`config.mk`:
```
export PLATFORM = sky130hd
export DESIGN_NAME = bus_park_arbiter
export DESIGN_NICKNAME = d
export VERILOG_FILES = /design/src/rtl/bpa_pkg.sv /design/src/rtl/bpa_rr_pick.sv /design/src/rtl/bpa_start_detect.sv /design/src/rtl/bus_park_arbiter.sv
export SDC_FILE = /design/constraint.sdc
export NUM_CORES = 1
export LEC_CHECK = 0
export ABC_AREA = 1
export BUFFER_PORTS_ARGS = -buffer_cell sky130_fd_sc_hd__buf_2
export CAP_MARGIN = 0
export CORE_ASPECT_RATIO = 0.75
export CORE_MARGIN = 5
export CORE_UTILIZATION = 30
export DETAILED_ROUTE_END_ITERATION = 10
export PLACE_DENSITY = 0.47
export SLEW_MARGIN = 0
export SYNTH_ARGS = -nofsm -noshare
export SYNTH_HDL_FRONTEND = slang
export SYNTH_HIERARCHICAL = 1
export SYNTH_SLANG_ARGS = --single-unit
```
`constraint.sdc`:
```
create_clock -name clk -period 4.4 [get_ports clk]
set_clock_uncertainty 0.15 [all_clocks]
set_input_delay 0.88 -clock clk [delete_from_list [all_inputs] [get_ports clk]]
set_output_delay 0.88 -clock clk [all_outputs]
set_load 0.01 [all_outputs]
```
`src/rtl/bpa_pkg.sv`:
```
package bpa_pkg;

   localparam int MAX_MASTERS = 8;

   // Index of the single set bit (lowest one if several are set).
   function automatic int onehot_to_index(logic [MAX_MASTERS-1:0] v);
      int idx;
      idx = 0;
      for (int i = MAX_MASTERS - 1; i >= 0; i--) begin
         if (v[i]) idx = i;
      end
      return idx;
   endfunction

   // Increment modulo n.
   function automatic int wrap_inc(int idx, int n);
      return (idx + 1 >= n) ? 0 : idx + 1;
   endfunction

endpackage

```
`src/rtl/bpa_rr_pick.sv`:
```
module bpa_rr_pick #(
   parameter int N_MASTERS = 4,
   parameter int PICK_IMPL = 0,
   localparam int IW = $clog2(N_MASTERS)
) (
   input  logic [N_MASTERS-1:0] req,
   input  logic [IW-1:0]        base,
   output logic [N_MASTERS-1:0] win,
   output logic                 hit
);

   generate
      if (PICK_IMPL == 0) begin : g_scan
         // Walk from base upward with wrap; first set bit wins.
         always_comb begin
            logic [IW-1:0] j;
            win = '0;
            hit = 1'b0;
            for (int k = 0; k < N_MASTERS; k++) begin
               j = IW'((int'(base) + k) % N_MASTERS);
               if (!hit && req[j]) begin
                  win[j] = 1'b1;
                  hit    = 1'b1;
               end
            end
         end
      end else begin : g_mask
         // Upper half (at or above base) first, else whole vector;
         // lowest set bit isolated by two's complement.
         logic [N_MASTERS-1:0] upper_mask;
         logic [N_MASTERS-1:0] masked;
         logic [N_MASTERS-1:0] src;
         always_comb begin
            upper_mask = ~((N_MASTERS'(1) << base) - N_MASTERS'(1));
            masked     = req & upper_mask;
            src        = (|masked) ? masked : req;
            win        = src & (~src + N_MASTERS'(1));
            hit        = |req;
         end
      end
   endgenerate

endmodule

```
`src/rtl/bpa_start_detect.sv`:
```
module bpa_start_detect (
   input  logic clk,
   input  logic rst_n,
   input  logic bus_idle,
   output logic start
);

   logic idle_q;

   always_ff @(posedge clk or negedge rst_n) begin
      if (!rst_n) idle_q <= 1'b1;
      else        idle_q <= bus_idle;
   end

   // Idle at the previous edge, busy now: a new transaction began.
   assign start = idle_q & ~bus_idle;

endmodule

```
`src/rtl/bus_park_arbiter.sv`:
```
module bus_park_arbiter #(
   parameter int N_MASTERS = 4,
   parameter int PICK_IMPL = 0
) (
   input  logic                 clk,
   input  logic                 rst_n,
   input  logic [N_MASTERS-1:0] req,
   input  logic                 bus_idle,
   output logic [N_MASTERS-1:0] gnt
);

   localparam int IW = $clog2(N_MASTERS);

   generate
      if (N_MASTERS < 2 || N_MASTERS > bpa_pkg::MAX_MASTERS) begin : g_bad_count
         $error("bus_park_arbiter: N_MASTERS must lie in 2..8");
      end
      if (PICK_IMPL != 0 && PICK_IMPL != 1) begin : g_bad_impl
         $error("bus_park_arbiter: PICK_IMPL must be 0 or 1");
      end
   endgenerate

   logic [N_MASTERS-1:0] gnt_q;
   logic [IW-1:0]        ptr_q;
   logic [IW-1:0]        owner_idx;
   logic [IW-1:0]        after_owner;
   logic [IW-1:0]        base_sel;
   logic [N_MASTERS-1:0] win;
   logic                 hit;
   logic                 start;
   logic                 holder_req;

   bpa_start_detect u_start (
      .clk      (clk),
      .rst_n    (rst_n),
      .bus_idle (bus_idle),
      .start    (start)
   );

   always_comb begin
      owner_idx   = IW'(bpa_pkg::onehot_to_index(bpa_pkg::MAX_MASTERS'(gnt_q)));
      after_owner = IW'(bpa_pkg::wrap_inc(int'(owner_idx), N_MASTERS));
      // On a start the search begins just past the new owner; otherwise
      // it uses the stored rotation pointer.
      base_sel    = start ? after_owner : ptr_q;
      holder_req  = |(req & gnt_q);
   end

   bpa_rr_pick #(
      .N_MASTERS (N_MASTERS),
      .PICK_IMPL (PICK_IMPL)
   ) u_pick (
      .req  (req),
      .base (base_sel),
      .win  (win),
      .hit  (hit)
   );

   always_ff @(posedge clk or negedge rst_n) begin
      if (!rst_n) begin
         gnt_q <= N_MASTERS'(1);
         ptr_q <= IW'(1);
      end else if (start) begin
         ptr_q <= after_owner;
         if (hit) gnt_q <= win;
      end else if (!holder_req && hit) begin
         gnt_q <= win;
      end
   end

   assign gnt = gnt_q;

endmodule

```
==> metrics.md <==
| Metric | Value |
|---|---|
| Status | `complete, no violations` |
| Total GRT Usage | `0.119` |
| Final ANT Viol Nets | `0` |
| Post-Syn Instances | `114` |
| F_max | `0.326 GHz` |
| H-tree Lvls | `1` |
| Ys flop type | `dfrtp_1` |
| Post-Syn Nets | `127` |
| Root Driver | `clkbuf_4` |
| Core ar. | `2350 um2` |
| Worst setup path category | `in2reg` |
| Design area | `877 um2` |
| Largest area contributor in the netlist | `nand2_1` |
| Rel. slew slack | `0.777` |
| Clock-pin slew on the worst setup and hold paths | `0.05 ns` |
| RSZ-0062 raised after global routing | `false` |
| WL final | `1.78 mm` |
| Final hold violation count | `0` |
| Row Count | `15` |
| Worst R2R Start | `u_start/idle_q$_DFF_PN1_` |
| Placed inst area | `851 um2` |
| Hold slack | `0.305 ns` |
| Total CTS buffers | `3` |
| Number of top-level pins | `11` |
| Netlist cell types | `19` |
| EDFF count, synth | `0` |
| Fin crit period | `3.06 ns` |
| Pre-Repair DR Iteration Count | `4` |
| Crit path launch | `bus_idle` |
| Combinational fraction of design power | `0.723` |
| Share of layout cells above drive strength 1 | `0.240` |
| # DRC | `0` |
| FF+latch count, synth | `7` |
| YS warnings | `6` |
| Area grow syn2layout | `16.8%` |
| Setup WS pre-CTS | `1.07 ns` |
| Top post-synthesis cells by area | `nand2_1 21%, nand3_1 14%, dfrtp_1 13%` |
| Vias in the first global route | `679` |
| Period utilisation layout | `0.696` |
| DR iter-0 viols | `20` |
| Net Sw Power | `333 uW` |
| Fin nets | `143` |
| Initial antenna violation count | `0` |
| Latest clock arrival within the worst-skew pair | `0.25 ns` |
| Final-report max-slew violation count | `0` |
| Post-synthesis async set-or-reset flop share | `1.00` |
| Number of gates resized after CTS | `0` |
| Critical path endpoint category | `flip-flop` |
| Data required time at the worst endpoint | `4.39 ns` |
| Max Root-Sink Buffers | `2` |
| Die span in y | `53.3 um` |
| Setup Fix Bufs, Post-CTS | `0` |
| Register area share after synthesis | `0.238` |
| Power Total | `614 uW` |
| Clock Sinks | `7` |
| Hold_buf cts | `0` |
| Hold crit path type | `in2async` |
| Int Power | `281 uW` |
| Sw frac | `0.543` |
| CP max FO | `8` |
| Power Density | `700 nW/um2` |
| Netlist Area Pre-Place | `751 um2` |
| Total grt overflow | `0` |
| Worst EP arrival | `3.05 ns` |
| Most numerous cell in the Yosys netlist | `nand2_1` |
| Detailed placement HPWL | `1.44 mm` |
| Largest net degree at the start of global routing | `12` |
| Slew at the pin with the worst max-slew slack | `0.334 ns` |
| Seq pwr share | `0.183` |
| Ant. Diodes | `0` |
| Clock power share | `0.093` |
| Mapped Avg Cell Area | `6.59 um2` |
| # port buffers | `10` |
| Wire length per cell | `10.9 um` |
| Die width | `67.8 um` |
| Synth top area share | `0.205` |
| Vias/cell | `4.60` |
| Vias | `750` |
| LEAKAGE | `0.000480 uW` |
| CTS tree | `yes` |
| Worst VDD drop | `0.257 mV` |
| Final setup fails | `0` |
| Final worst setup slack | `1.34 ns` |
| DIE AREA | `3610 um2` |
| Initial Util | `0.320` |
| First-pass GRT wire length | `3.14 mm` |
| Setup_tns | `0 ns` |
| Routability cong. | `0.739` |
| Synth top cells by count | `41 x nand2_1, 21 x nand3_1, 11 x inv_1, 10 x nor2_1, 6 x ha_1` |
| Max-cap check violation count | `0` |
| Startpoint Class | `primary input` |
==> per-layer routing <==
| metal | track usage | part of all wire | vias up |
|---|---|---|---|
| met4 | 0.0202 | 0 | 0 |
| met1 | 0.182 | 0.57 | 344 |
| li1 | - | - | 394 |
| met5 | 0 | 0 | - |
| met3 | 0.0446 | 0.035 | 0 |
| met2 | 0.152 | 0.40 | 12 |
==> registers in the layout, summed over array words and instances, names as in the netlist <==
register	cells
u_start/idle_q	1
ptr_q	2
gnt	4
==> placed cells by master, fill, tap and decap left out, drive strengths merged <==
cell / instances
dfstp: 3
o21a: 1
nand2: 47
dfrtp: 4
o21bai: 1
buf: 11
nand3: 24
o21ai: 2
nor2: 12
inv: 13
clkbuf: 4
ha: 6
a21oi: 1
==> worst paths after layout <==
path | endpoint | slack, ns | cells after the start
min in group clk | gnt[0]$_DFFE_PN1P_ | 0.35 | 2
worst max-delay path | gnt[2]$_DFFE_PN0P_ | 1.34 | 16
worst min-delay path | gnt[3]$_DFFE_PN0P_ | 0.31 | 1
worst max register to register | gnt[2]$_DFFE_PN0P_ | 1.55 | 16
worst min register to register | gnt[0]$_DFFE_PN1P_ | 0.35 | 2
max in group asynchronous | ptr_q[0]$_DFF_PN1_ | 3.57 | 1
==> per-stage QoR <==
step	cells	utilization
floorplan	114	-
finish	163	0.374
CTS	163	0.374
detailed placement	159	0.363
global route	163	0.374
global placement	159	0.363
==> power by group through the flow <==
| stage | Sequential, uW | Combinational, uW | Clock [uW] |
|---|---|---|---|
| 2_1_floorplan | 113 | 341 | 0 |
| 3_3_place_gp | 114 | 446 | 0 |
| 3_5_place_dp | 113 | 444 | 0 |
| 4_1_cts | 112 | 446 | 59.6 |
| 5_1_grt | 116 | 513 | 65.2 |
| 6_report | 112 | 444 | 57.3 |
==> area by class of cell <==
type | count | area [um2]
clock buffers | 4 | 26.3
fillers | 262 | 1470
inverters | 13 | 48.8
multi-input cells | 94 | 523
flip-flops and latches | 7 | 179
well taps | 34 | 42.5
repair buffers | 11 | 57.6
==> worst max-delay path: stages <==
cell and delay (ns):
buf_2 0.11, nor2_2 0.14, inv_2 0.07, nor2_1 0.12, o21ai_1 0.08, nand2_1 0.26
inv_1 0.20, ha_1 0.34, inv_1 0.11, nand3_1 0.08, nand2_1 0.11, nand2_2 0.08
nor2_4 0.12, nand2_1 0.16, nand3_1 0.12, nand2_1 0.06
==> logic make-up after synthesis <==
family,share of synthesized area
AOI/OAI and AO/OA,0.0550
adders and majority gates,0.100
buffers and inverters,0.0650
DFF,0.238
and+or+nand+nor,0.542
No activity file was read; power rests on OpenSTA's default activity.
